$ cat src/rtl/npc_pkg.sv
package npc_pkg;

  localparam int KIND_W = 4;

  typedef enum logic [KIND_W-1:0] {
    BK_SEQ       = 4'd0,
    BK_PAGE_JMP  = 4'd1,
    BK_PAGE_CALL = 4'd2,
    BK_LONG_JMP  = 4'd3,
    BK_LONG_CALL = 4'd4,
    BK_SHORT     = 4'd5,
    BK_INDEX     = 4'd6,
    BK_IF_CY     = 4'd7,
    BK_IF_NCY    = 4'd8,
    BK_IF_BIT    = 4'd9,
    BK_IF_NBIT   = 4'd10,
    BK_IF_ZERO   = 4'd11,
    BK_IF_NZERO  = 4'd12,
    BK_IF_NEQ    = 4'd13,
    BK_IF_DECNZ  = 4'd14,
    BK_RSVD      = 4'd15
  } br_kind_e;

  typedef enum logic [1:0] {
    TS_REL   = 2'd0,
    TS_PAGE  = 2'd1,
    TS_LONG  = 2'd2,
    TS_INDEX = 2'd3
  } tgt_sel_e;

endpackage

$ cat src/rtl/npc_seq_add.sv
module npc_seq_add #(
  parameter int ADDR_W = 16,
  parameter int LEN_W  = 2
) (
  input  logic [ADDR_W-1:0] pc,
  input  logic [LEN_W-1:0]  len,
  output logic [ADDR_W-1:0] seq_addr
);
  localparam int PAD_W = ADDR_W - LEN_W;

  // Address of the instruction that follows, modulo 2^ADDR_W
  always_comb begin
    seq_addr = pc + {{PAD_W{1'b0}}, len};
  end
endmodule

$ cat src/rtl/npc_target_calc.sv
module npc_target_calc #(
  parameter int ADDR_W = 16,
  parameter int PAGE_W = 11,
  parameter int OFS_W  = 8,
  parameter int DATA_W = 8
) (
  input  logic [ADDR_W-1:0] pc,
  input  logic [ADDR_W-1:0] seq_addr,
  input  logic [PAGE_W-1:0] page_addr,
  input  logic [ADDR_W-1:0] abs_addr,
  input  logic [OFS_W-1:0]  rel,
  input  logic [DATA_W-1:0] acc,
  input  logic [ADDR_W-1:0] dptr,
  output logic [ADDR_W-1:0] tgt_page,
  output logic [ADDR_W-1:0] tgt_long,
  output logic [ADDR_W-1:0] tgt_rel,
  output logic [ADDR_W-1:0] tgt_index
);
  localparam int SEXT_W    = ADDR_W - OFS_W;
  localparam int ZEXT_W    = ADDR_W - DATA_W;
  localparam int HI_W      = ADDR_W - PAGE_W;
  localparam int PAGE_ILEN = 2;

  logic [ADDR_W-1:0] after_page_insn;
  logic [ADDR_W-1:0] rel_ext;
  logic [ADDR_W-1:0] acc_ext;

  always_comb begin
    // Page bits come from the address after the 2-byte page instruction
    after_page_insn = pc + ADDR_W'(PAGE_ILEN);
    rel_ext         = {{SEXT_W{rel[OFS_W-1]}}, rel};
    acc_ext         = {{ZEXT_W{1'b0}}, acc};
  end

  generate
    if (HI_W > 0) begin : g_paged
      always_comb tgt_page = {after_page_insn[ADDR_W-1:PAGE_W], page_addr};
    end else begin : g_flat
      always_comb tgt_page = page_addr[ADDR_W-1:0];
    end
  endgenerate

  always_comb begin
    tgt_long  = abs_addr;
    tgt_rel   = seq_addr + rel_ext;
    tgt_index = dptr + acc_ext;
  end
endmodule

$ cat src/rtl/npc_cond_eval.sv
module npc_cond_eval
  import npc_pkg::*;
#(
  parameter int DATA_W = 8
) (
  input  logic [KIND_W-1:0] kind,
  input  logic              cy,
  input  logic              bit_val,
  input  logic [DATA_W-1:0] acc,
  input  logic              cmp_ne,
  input  logic              dec_nz,
  output logic              taken,
  output tgt_sel_e          sel
);
  br_kind_e k;
  logic     acc_zero;

  always_comb begin
    k        = br_kind_e'(kind);
    acc_zero = (acc == '0);
    taken    = 1'b0;
    sel      = TS_REL;
    unique case (k)
      BK_PAGE_JMP, BK_PAGE_CALL: begin taken = 1'b1;      sel = TS_PAGE;  end
      BK_LONG_JMP, BK_LONG_CALL: begin taken = 1'b1;      sel = TS_LONG;  end
      BK_INDEX:                  begin taken = 1'b1;      sel = TS_INDEX; end
      BK_SHORT:                  taken = 1'b1;
      BK_IF_CY:                  taken = cy;
      BK_IF_NCY:                 taken = ~cy;
      BK_IF_BIT:                 taken = bit_val;
      BK_IF_NBIT:                taken = ~bit_val;
      BK_IF_ZERO:                taken = acc_zero;
      BK_IF_NZERO:               taken = ~acc_zero;
      BK_IF_NEQ:                 taken = cmp_ne;
      BK_IF_DECNZ:               taken = dec_nz;
      BK_SEQ, BK_RSVD:           taken = 1'b0;
      default:                   taken = 1'b0;
    endcase
  end
endmodule

$ cat src/rtl/npc_gen.sv
module npc_gen
  import npc_pkg::*;
#(
  parameter int ADDR_W = 16,
  parameter int PAGE_W = 11,
  parameter int OFS_W  = 8,
  parameter int DATA_W = 8,
  parameter int LEN_W  = 2
) (
  input  logic                clk,
  input  logic                rst_n,
  input  logic                in_valid,
  output logic                in_ready,
  input  logic [ADDR_W-1:0]   in_pc,
  input  logic [LEN_W-1:0]    in_len,
  input  logic [KIND_W-1:0]   in_kind,
  input  logic [PAGE_W-1:0]   in_page_addr,
  input  logic [ADDR_W-1:0]   in_abs_addr,
  input  logic [OFS_W-1:0]    in_rel,
  input  logic [DATA_W-1:0]   in_acc,
  input  logic [ADDR_W-1:0]   in_dptr,
  input  logic                in_cy,
  input  logic                in_bit,
  input  logic                in_cmp_ne,
  input  logic                in_dec_nz,
  output logic                out_valid,
  input  logic                out_ready,
  output logic [ADDR_W-1:0]   out_next_pc,
  output logic                out_taken,
  output logic [ADDR_W-1:0]   out_ret_addr
);
  logic [ADDR_W-1:0] seq_addr;
  logic [ADDR_W-1:0] tgt_page, tgt_long, tgt_rel, tgt_index;
  logic [ADDR_W-1:0] tgt_mux, npc_d;
  logic              taken_d;
  tgt_sel_e          sel;
  logic              accept;

  npc_seq_add #(.ADDR_W(ADDR_W), .LEN_W(LEN_W)) u_seq (
    .pc(in_pc), .len(in_len), .seq_addr(seq_addr)
  );

  npc_target_calc #(
    .ADDR_W(ADDR_W), .PAGE_W(PAGE_W), .OFS_W(OFS_W), .DATA_W(DATA_W)
  ) u_tgt (
    .pc(in_pc), .seq_addr(seq_addr), .page_addr(in_page_addr),
    .abs_addr(in_abs_addr), .rel(in_rel), .acc(in_acc), .dptr(in_dptr),
    .tgt_page(tgt_page), .tgt_long(tgt_long), .tgt_rel(tgt_rel),
    .tgt_index(tgt_index)
  );

  npc_cond_eval #(.DATA_W(DATA_W)) u_cond (
    .kind(in_kind), .cy(in_cy), .bit_val(in_bit), .acc(in_acc),
    .cmp_ne(in_cmp_ne), .dec_nz(in_dec_nz), .taken(taken_d), .sel(sel)
  );

  always_comb begin
    unique case (sel)
      TS_PAGE:  tgt_mux = tgt_page;
      TS_LONG:  tgt_mux = tgt_long;
      TS_INDEX: tgt_mux = tgt_index;
      default:  tgt_mux = tgt_rel;
    endcase
    npc_d    = taken_d ? tgt_mux : seq_addr;
    in_ready = ~out_valid | out_ready;
    accept   = in_valid & in_ready;
  end

  // Single result register with valid/ready hand-off
  always_ff @(posedge clk) begin
    if (!rst_n) begin
      out_valid    <= 1'b0;
      out_next_pc  <= '0;
      out_taken    <= 1'b0;
      out_ret_addr <= '0;
    end else begin
      if (accept) begin
        out_valid    <= 1'b1;
        out_next_pc  <= npc_d;
        out_taken    <= taken_d;
        out_ret_addr <= seq_addr;
      end else if (out_ready) begin
        out_valid <= 1'b0;
      end
    end
  end
endmodule

$ cat config.mk
export PLATFORM = sky130hd
export DESIGN_NAME = npc_gen
export DESIGN_NICKNAME = d
export VERILOG_FILES = /design/src/rtl/npc_pkg.sv /design/src/rtl/npc_seq_add.sv /design/src/rtl/npc_target_calc.sv /design/src/rtl/npc_cond_eval.sv /design/src/rtl/npc_gen.sv
export SDC_FILE = /design/constraint.sdc
export NUM_CORES = 1
export LEC_CHECK = 0
export BUFFER_PORTS_ARGS = -buffer_cell sky130_fd_sc_hd__clkbuf_2
export CAP_MARGIN = 20
export CORE_MARGIN = 1
export CORE_UTILIZATION = 40
export DETAILED_ROUTE_END_ITERATION = 8
export GPL_ROUTABILITY_DRIVEN = 0
export PLACE_DENSITY = 0.67
export SYNTH_ARGS = -nofsm -noshare
export SYNTH_HDL_FRONTEND = slang
export SYNTH_SLANG_ARGS = --single-unit
export TNS_END_PERCENT = 1
$ cat constraint.sdc
create_clock -name clk -period 5.6 [get_ports clk]
set_input_delay 0.28 -clock clk [delete_from_list [all_inputs] [get_ports clk]]
set_output_delay 0.28 -clock clk [all_outputs]
set_load 0.01 [all_outputs]
==> results of run 1 <==
## Yosys cell counts, types with 2 or more instances
library cell and number:
nor2_1 47, nand2_1 44, dfxtp_1 34, a21oi_1 29, ha_1 28, xnor2_1 23
o21ai_0 19, xor2_1 19, nor3_1 18, nand3_1 15, clkbuf_1 13, inv_1 13
nor3b_1 13, a21o_1 8, a221o_1 8, a222oi_1 7, and3_1 7, o211ai_1 7
o21a_1 6, a211oi_1 5, a221oi_1 5, buf_2 4, nand4_1 4, o21bai_1 4
or3_1 4, a21boi_0 3, a31oi_1 3, and2_1 3, fa_1 3, mux2i_1 3
nor2b_1 3, o22ai_1 3, a311oi_1 2, buf_4 2, nand2b_1 2, nor4_1 2
o211a_1 2, o221ai_1 2, or2_2 2
## cell families after synthesis
kind of cell    after synthesis  synth area share
mux                           3          0.008792
compound gates              127            0.2740
simple gates                173            0.2480
buf+inv                      35           0.04212
xor+xnor                     42            0.1077
flops                        34            0.1993
fa+ha+maj                    31            0.1201
## worst paths after layout
| path | startpoint | cells past startpoint | endpoint |
|---|---|---|---|
| setup / recovery | in_pc[0] | 15 | out_next_pc[15]$_SDFFE_PN0P_ |
| hold / removal | in_valid | 3 | out_valid$_SDFFE_PN0P_ |
| setup reg to reg | out_valid$_SDFFE_PN0P_ | 7 | out_next_pc[8]$_SDFFE_PN0P_ |
| hold reg to reg | out_ret_addr[0]$_SDFFE_PN0P_ | 2 | out_ret_addr[0]$_SDFFE_PN0P_ |
## metal layers
layer | track usage | vias up
li1 | - | 1872
met1 | 0.2939 | 1718
met2 | 0.4275 | 143
met4 | 0.06795 | 0
met3 | 0.03543 | 18
met5 | 0 | -
## area by class of cell
type                       instances  area share
multi-input combinational        376      0.6191
sequential                        34      0.1626
timing repair buffer             125      0.1516
tap                              105     0.03139
clock buffer                       7     0.02063
inverter                          15     0.01345
clock inverter                     1    0.001196
## layout by cell type (no fill, tap or decap), types with 7 or more instances in the layout
master      n
clkbuf_2  123
nor2_1     47
nand2_1    44
dfxtp_1    34
a21oi_1    29
ha_1       28
xnor2_1    23
xor2_1     19
o21ai_0    19
nor3_1     18
nand3_1    15
inv_1      13
nor3b_1    13
a21o_1      8
a221o_1     8
and3_1      7
o211ai_1    7
a222oi_1    7
## power by group
group	internal (W)	switching, W	leakage, nW
combinational	0.000153	0.000205	1.62
clock	0.0000993	0.0000933	0.0482
sequential	0.000265	0.0000126	0.282
total	0.000517	0.000311	1.96
## sequential cells by signal, indices dropped and copies added (netlist names)
name and cells:
out_next_pc 16, out_ret_addr 16, out_taken 1, out_valid 1
## through the flow
step	utilization	hold slack, ns	setup slack, ns	instances
3_3_place_gp	0.4944	0.4452	2.021	654
3_5_place_dp	0.4944	0.4548	1.907	654
6_report	0.5068	0.2487	2.113	663
2_1_floorplan	-	0.4189	2.378	445
4_1_cts	0.5055	0.2480	2.150	662
5_1_grt	0.5068	0.2725	1.898	663
## tightest hold or removal path, cell delays in order
cell and delay (ns):
clkbuf_2 0.09, inv_1 0.04, a21boi_0 0.07
==> run metrics, run 1 <==
wl on met1=4.638 mm; Synthesized Nets=565; Worst Path Required=5.74 ns; Pleak=1.955 nW; CP startpoint kind=input pin; crit path DAT=3.63 ns; GRT overflow=0; HP Class=in -> reg; DR top layer=met4; # H-tree levels=2; FF+latch count, synth=34; CTS buffer count=5; r2r setup slk=3.55 ns; fillers=872; Max Clock Skew=approximately 0.0076 ns; first-pass GRT wire length=around 17 mm; Starting DRT DRC Count=173; worst-margin pin slew=1.020 ns; Synth cell types=65; unrepaired setup endpoints after global routing=false; Worst-Skew Late Latency=0.29 ns; Layout Area Growth over Synthesis=22.53%; cell area after layout=4185 um2; post-route ant nets=0; Max Slew Vio Count=0; via count=3751; PD cells=197.9 nW/um2; I/O Buffers=123; Post-synth EDFFs=0; fin nets=677; Setup violations, final=0; Tot Pwr=0.0008282 W; minimum clock period=between 3 and 4 ns; Final HPWL DP=8.297 mm; I/O pins=124; Synth Flop Type=dfxtp_1; cell chain of the critical path=clkbuf_2 > ha_1 > inv_1 > fa_1 > nor2b_1 > xor2_1 > ha_1 > a2111oi_4 > o21ai_2 > a31oi_4 > o31ai_2 > o41ai_2 > xnor2_1 > mux2i_1 > o32ai_1; Post-CTS Setup Bufs=0; Starting Density=0.4136; Rows=33; nature of the critical path endpoint=register; setup TNS=0 ns; share of the synthesized area in the top cell type=0.1993; leading area contributor after synthesis=dfxtp_1; antenna violations before repair=0; Max FO, Critical Path=5; clk sinks=34; mapped cell area=3416 um2; CP bufs+invs=2; vias in the first global route=3583; highest cell delay on the worst timing path=between 0.4 and 0.5 ns; Met3 Routed Length=between 500 and 600 um; Die ar.=~8900 um2; outcome=complete, no violations; ys async rst share=0; syn_area_per_cell=7.676 um2; WL/cell=15.89 um; Core Area=8258 um2; Die Span Y=94.41 um; Area after DPL=approximately 4100 um2; Total Routing Usage GR=0.2388; multi-input combinational cell area=2591 um2; Crit Path Class=in -> reg; post_cts resized=0; Worst-path clk slew=0.07 ns; Top cell by count, worst path=ha_1; Avg Vias per Cell=5.658; Final Hold Fails=0; top area cells in the synthesized netlist=dfxtp_1, ha_1, xnor2_1; detailed-route DRC error count=0; Rel. slew slack=0.3201; YS warnings=0; metal2 WL=5.115 mm; clk buf depth=2; period utilisation layout=0.6227; Root Buffer=clkbuf_8; die width=94.41 um; Max-Cap Viols=0; First-pass DRT Iterations=5; Seq/Total Area, Yosys=0.1993; Worst path slowest cell=fa_1; Syn Inst Count=445; cell family with most CP delay=compound AO/OA/AOI/OAI gates; worst vdd ir=roughly 0.092 mV; final wirelength=10.54 mm; largest net degree at the start of global routing=42; antenna diode count=0; Fmax=286.8 MHz; # hold bufs at CTS=0; register cell area after layout=between 600 and 700 um2; CTS tree=yes; layout cell share with drive strength beyond 1=0.2581
Note: power is estimated with default switching activity, not from simulation.
==> run 2, diff against run 1 <==
Settings changed: PLACE_DENSITY 0.67 to 0.69.
Clock period 5.6 ns to 2.92 ns, I/O delays scaled along.
==> run 2 against run 1 <==
  * Worst setup slack worse by 2.2 ns
  * Flip-flop and latch count unchanged
  * Non-clock buffer count up 43
  * Critical path depth up 1
  * Clock power up 97%
  * First-iteration DRC count up 25%
  * Utilization up 5.3 points
  * Register-to-register slack worse by 2.4 ns
  * Final cell count up 6.5%
  * Critical path type unchanged
  * The run now ends with setup timing left
  * Clock skew down 0.0047 ns
==> run metrics, run 2 (synthesis results as in run 1) <==
cells on worst reg2reg path=7 (unchanged); detailed-route DRC error count=0 (unchanged); Sw Ratio=0.3760 (was 0.3755); unrepaired setup endpoints after global routing=true (was false); commonest non-fill, non-tap cell in the layout=clkbuf_2 (unchanged); Worst-path clk slew=0.08 ns (was 0.07 ns); outcome=complete, but fails checks (was complete, no violations); register cell area after layout=680.7 um2 (unchanged); die width=94.41 um (unchanged); Layout Area Growth over Synthesis=35.27% (was 22.53%); # H-tree levels=2 (unchanged); fin nets=720 (was 677); cell chain of the critical path=buf_8 > ha_4 > inv_2 > fa_2 > buf_4 > nor2_4 > xor2_2 > ha_2 > o211ai_1 > nand2_2 > a31oi_4 > o31ai_4 > o41ai_2 > xnor2_1 > mux2i_1 > o32ai_1 (was clkbuf_2 > ha_1 > inv_1 > fa_1 > nor2b_1 > xor2_1 > ha_1 > a2111oi_4 > o21ai_2 > a31oi_4 > o31ai_2 > o41ai_2 > xnor2_1 > mux2i_1 > o32ai_1); NetSw=0.0006411 W (was 0.0003110 W); Tot Pwr=0.001705 W (was 0.0008282 W); clk buf depth=2 (unchanged); CP startpoint kind=input pin (unchanged); I/O Buffers=123 (unchanged); layout cell share with drive strength beyond 1=0.3344 (was 0.2581); vias in the first global route=3937 (was 3583); period utilisation layout=1.015; Max FO, Critical Path=3 (was 5); hold_ws=0.09673 ns (was 0.2487 ns); Top Registers=out_next_pc: 16 flops, out_ret_addr: 16 flops (unchanged); hold path depth=3 (unchanged); Root Buffer=clkbuf_8 (unchanged); antenna violations before repair=0 (unchanged); Core Area=8258 um2 (unchanged); Max Clock Skew=0.002915 ns (was 0.007591 ns); CTS tree=yes (unchanged); first-pass GRT wire length=18.19 mm (was 16.67 mm); failing checks=setup timing; fillers=826 (was 872); worst-margin pin slew=0.7372 ns (was 1.020 ns); Final Hold Fails=0 (unchanged); Rel. slew slack=0.5075 (was 0.3201); Pint=0.001064 W (was 0.0005172 W); Crit Path Class=in -> reg (unchanged); highest cell delay on the worst timing path=0.41 ns (was 0.42 ns); Final Worst Setup Slack=-0.04302 ns (was 2.113 ns); Max-Cap Viols=0 (unchanged); Final HPWL DP=9.098 mm (was 8.297 mm); crit path DAT=3.17 ns (was 3.63 ns); largest net degree at the start of global routing=41 (was 42); dpl ws=-0.2649 ns (was 1.907 ns); commonest cells after routing, fill and taps aside=clkbuf_2, nor2_1, buf_4 (was clkbuf_2, nor2_1, nand2_1); HP Class=in -> reg (unchanged); antenna diode count=0 (unchanged); PD cells=369.0 nW/um2 (was 197.9 nW/um2); First-pass DRT Iterations=7 (was 5); Starting DRT DRC Count=217 (was 173); Gate power share=0.464 (was 0.433); nature of the critical path endpoint=register (unchanged); I/O pins=124 (unchanged); Worst Path Required=3.12 ns (was 5.74 ns); clock share of power=0.224 (was 0.232); multi-input combinational cell area=2691 um2 (was 2591 um2); Die ar.=8913 um2 (unchanged); WL/cell=16.28 um (was 15.89 um); Max Slew Vio Count=0 (unchanged); Rows=33 (unchanged); Die Span Y=94.41 um (unchanged); minimum clock period=approximately 3.0 ns; Reg power frac=0.312 (was 0.335); Total Routing Usage GR=0.2583 (was 0.2388); Worst path slowest cell=fa_2 (was fa_1); clk sinks=34 (unchanged); Pleak=2.175 nW (was 1.955 nW); CTS buffer count=5 (unchanged); GRT overflow=0 (unchanged); via count=4022 (was 3751); Worst-Skew Late Latency=0.29 ns (about the same); Starting Density=0.4136 (unchanged); final wirelength=11.50 mm (was 10.54 mm); post-route ant nets=0 (unchanged); Setup violations, final=1 (was 0); worst vdd ir=0.2283 mV (was 0.09190 mV); Avg Vias per Cell=5.697 (was 5.658); Fmax=337.5 MHz
[run 2: power groups by stage]
stage / combinational [W] / clock, W / sequential [W]
CTS: 0.000763 / 0.000382 / 0.000532
floorplan: 0.000444 / 0 / 0.000559
finish: 0.000792 / 0.000381 / 0.000532
global route: 0.000873 / 0.000404 / 0.000538
global placement: 0.000744 / 0 / 0.000541
detailed placement: 0.000759 / 0 / 0.000542
[run 2: routing by layer]
metal  track usage  share of wire  vias to the layer above
met1        0.3088           0.41                     1889
met2        0.4680           0.51                      148
met3       0.02415          0.046                       33
met5             0              0                        -
met4        0.1090          0.038                        0
li1              -              -                     1952
[run 2: per-stage QoR]
stage | TNS (ns) | std cells | util | instance area [um2]
2_1_floorplan | 0 | 445 | - | 3433
3_3_place_gp | -0.6234 | 695 | 0.5338 | 4408
3_5_place_dp | -0.9774 | 695 | 0.5338 | 4408
4_1_cts | 0 | 703 | 0.5448 | 4499
5_1_grt | -0.1782 | 706 | 0.5595 | 4621
6_report | -0.04302 | 706 | 0.5595 | 4621
[run 2: final timing paths]
| check | startpoint | endpoint | slack, ns |
|---|---|---|---|
| setup / recovery | in_len[0] | out_next_pc[15]$_SDFFE_PN0P_ | -0.04 |
| hold / removal | in_valid | out_valid$_SDFFE_PN0P_ | 0.1 |
| setup reg to reg | out_valid$_SDFFE_PN0P_ | out_next_pc[12]$_SDFFE_PN0P_ | 1.16 |
| hold reg to reg | out_ret_addr[0]$_SDFFE_PN0P_ | out_ret_addr[0]$_SDFFE_PN0P_ | 0.46 |
[run 2: layout make-up]
| cell class | instances | area share |
|---|---|---|
| clock buffer | 7 | 0.01868 |
| sequential | 34 | 0.1473 |
| tap | 105 | 0.02843 |
| inverter | 15 | 0.01219 |
| multi-input combinational | 376 | 0.5825 |
| timing repair buffer | 168 | 0.2099 |
| clock inverter | 1 | 0.001083 |
[run 2: timing repair]
| item | CTS | global route |
|---|---|---|
| hold buffers | 0 | 0 |
| gates resized for setup | 0 | 22 |
| endpoints found under the setup margin | 0 | 6 |
| setup buffers | 0 | 3 |
[run 2: worst max-delay path: cells and delay by family]
family	cells	cell delay, ns
adders and majority gates	3	0.86
buffers and inverters	3	0.27
xor gates and xnor gates	2	0.42
and+or+nand+nor	2	0.24
muxes	1	0.09
AOI/OAI and AO/OA	5	1.12
==> run 3, diff against run 2 <==
Settings changed: PLACE_DENSITY 0.69 to 0.67.
Clock period 2.92 ns to 3.65 ns, I/O delays scaled along.
==> run 3 against run 2 <==
  * The run now ends clean
  * Flip-flop and latch count stayed put
  * Wire length is 6.7% lower
  * Sequential share of layout area grew 1.4 points
  * Final cell count is 5.2% lower
  * Design area decreased by 8.5%
  * Total power decreased by 25%
  * Sequential power is 20% lower
  * Combinational power down 30%
  * Worst hold slack better by 0.063 ns
  * Via count down 4.7%
  * Non-clock buffer count fell by 37
  * Worst setup slack improved by 0.43 ns
  * Highest routed layer unchanged
==> run metrics, run 3 (synthesis results as in run 1) <==
via count=3833 (was 4022); hold endpoint=out_valid$_SDFFE_PN0P_ (unchanged); outcome=complete, no violations (was complete, but fails checks); Max-Cap Viols=0 (unchanged); R2R Path Start=out_valid$_SDFFE_PN0P_ (unchanged); Crit Reg-Reg Endpoint=out_next_pc[11]$_SDFFE_PN0P_ (was out_next_pc[12]$_SDFFE_PN0P_); detailed-route DRC error count=0 (unchanged); final wirelength=10.73 mm (was 11.50 mm); setup TNS=0 ns (was -0.04302 ns); # H-tree levels=2 (unchanged); antenna violations before repair=0 (unchanged); Total Routing Usage GR=0.2417 (was 0.2583); largest net degree at the start of global routing=41 (unchanged); fin nets=683 (was 720); dpl ws=0.1832 ns (was -0.2649 ns); Max Clock Skew=0.008612 ns (was 0.002915 ns); Starting DRT DRC Count=215 (was 217); layout cell share with drive strength beyond 1=0.2660 (was 0.3344); Fmax=approximately 310 MHz; Pleak=1.984 nW (was 2.175 nW); GRT overflow=0 (unchanged); CP startpoint kind=input pin (unchanged); I/O Buffers=123 (unchanged); Final Hold Fails=0 (unchanged); Rows=33 (unchanged); Cells after DPL=661 (was 695); Top Registers=out_next_pc: 16 flops, out_ret_addr: 16 flops (unchanged); r2r setup slk=1.86 ns (was 1.16 ns); hold path depth=3 (unchanged); Final HPWL DP=8.575 mm (was 9.098 mm); Worst Path Required=3.81 ns (was 3.12 ns); first-pass GRT wire length=16.86 mm (was 18.19 mm); post_cts resized=0 (unchanged); period utilisation layout=0.8944; CTS buffer count=5 (unchanged); unrepaired setup endpoints after global routing=false (was true); First-pass DRT Iterations=5 (was 7); CTS tree=yes (unchanged); Worst path slowest cell=fa_1 (was fa_2); Area after DPL=4135 um2 (was 4408 um2); antenna diode count=0 (unchanged); HP Class=in -> reg (unchanged); post-route ant nets=0 (unchanged); Final Worst Setup Slack=0.3855 ns (was -0.04302 ns); minimum clock period=roughly 3.3 ns; Worst-path clk slew=0.07 ns (was 0.08 ns); Die ar.=8913 um2 (unchanged); # hold bufs at CTS=0 (unchanged); cells on worst reg2reg path=5 (was 7); hold_sp=in_valid (unchanged); Root Buffer=clkbuf_8 (unchanged); Post-CTS Setup Bufs=0 (unchanged); Rel. slew slack=0.3948 (was 0.5075); WL/cell=16.03 um (was 16.28 um); clk buf depth=2 (unchanged); Setup violations, final=0 (was 1); CP bufs+invs=2 (was 3); Starting Density=0.4136 (unchanged); wl on met1=4.647 mm (was 4.689 mm); commonest cells after routing, fill and taps aside=clkbuf_2, nor2_1, nand2_1 (was clkbuf_2, nor2_1, buf_4); I/O pins=124 (unchanged); Max FO, Critical Path=5 (was 3); cell family with most CP delay=compound AO/OA/AOI/OAI gates (unchanged); vias in the first global route=3627 (was 3937); Die Span Y=94.41 um (unchanged); Core Area=8258 um2 (unchanged); DR top layer=met4 (unchanged); commonest non-fill, non-tap cell in the layout=clkbuf_2 (unchanged); clk sinks=34 (unchanged); PD cells=302.2 nW/um2 (was 369.0 nW/um2); WP depth=15 (was 16); worst-margin pin slew=0.9056 ns (was 0.7372 ns); Avg Vias per Cell=5.729 (was 5.697); die width=94.41 um (unchanged); worst vdd ir=0.1701 mV (was 0.2283 mV); cell chain of the critical path=clkbuf_2 > ha_1 > inv_1 > fa_1 > nor2b_1 > xor2_1 > ha_1 > a2111oi_4 > o21ai_2 > a31oi_4 > o31ai_2 > or2_0 > xor2_1 > a221oi_1 > nor3_1 (was buf_8 > ha_4 > inv_2 > fa_2 > buf_4 > nor2_4 > xor2_2 > ha_2 > o211ai_1 > nand2_2 > a31oi_4 > o31ai_4 > o41ai_2 > xnor2_1 > mux2i_1 > o32ai_1); fillers=867 (was 826); Crit Path Class=in -> reg (unchanged); metal2 WL=5.240 mm (was 5.841 mm); Layout Area Growth over Synthesis=23.74% (was 35.27%); Final Core Density=0.5118 (was 0.5595); fin cells=669 (was 706); Worst-Skew Late Latency=0.29 ns (about the same); crit path DAT=3.43 ns (was 3.17 ns); Max Slew Vio Count=0 (unchanged); nature of the critical path endpoint=register (unchanged); cell area after layout=4227 um2 (was 4621 um2); highest cell delay on the worst timing path=0.42 ns (was 0.41 ns); Met3 Routed Length=589 um (was 529 um)
run 3: cell types whose count changed in the layout (fill, tap and decap cells not counted), sizes merged:
cell    previous run  this run
clkbuf           128       130
buf               47         8
run 3: final cells by class:
| class | instances | area, um2 | area share |
|---|---|---|---|
| timing repair buffer | 131 | 675.6 | 0.1599 |
| clock buffer | 7 | 86.33 | 0.02043 |
| sequential | 34 | 680.7 | 0.1610 |
| inverter | 15 | 56.30 | 0.01332 |
| multi-input combinational | 376 | 2591 | 0.6131 |
| tap | 105 | 131.4 | 0.03108 |
| clock inverter | 1 | 5.005 | 0.001184 |
run 3: layer usage:
metal  vias to the layer above  GRT usage
met5                         -          0
met4                         0    0.08205
met3                        18    0.03462
met2                       132     0.4312
met1                      1801     0.2945
li1                       1882          -
run 3: tightest hold or removal path: cells and delay by family:
kind | cells | cell delay [ns]
buf+inv | 2 | 0.15
compound gates | 1 | 0.06
run 3: worst max path at each step:
stage	startpoint	to	slack, ns
after global placement	in_pc[0]	out_next_pc[15]$_SDFFE_PN0P_	0.29
final	in_pc[0]	out_next_pc[13]$_SDFFE_PN0P_	0.39
after detailed placement	in_pc[0]	out_next_pc[13]$_SDFFE_PN0P_	0.18
after CTS	in_pc[0]	out_next_pc[13]$_SDFFE_PN0P_	0.44
after floorplan	in_pc[0]	out_next_pc[15]$_SDFFE_PN0P_	0.53
after global routing	in_pc[0]	out_next_pc[15]$_SDFFE_PN0P_	0.18
run 3: per-stage QoR:
stage | hold slack (ns) | total power [W]
6_report | 0.1600 | 0.001277
5_1_grt | 0.1822 | 0.001365
4_1_cts | 0.1614 | 0.001285
3_5_place_dp | 0.4479 | 0.0009874
3_3_place_gp | 0.4383 | 0.0009774
2_1_floorplan | 0.3214 | 0.0008005
run 3: power breakdown:
| group | leakage (nW) | internal, W | total [W] | switching [W] |
|---|---|---|---|---|
| sequential | 0.282 | 0.000406 | 0.000426 | 0.0000202 |
| combinational | 1.65 | 0.000240 | 0.000557 | 0.000317 |
| clock | 0.0482 | 0.000152 | 0.000294 | 0.000142 |
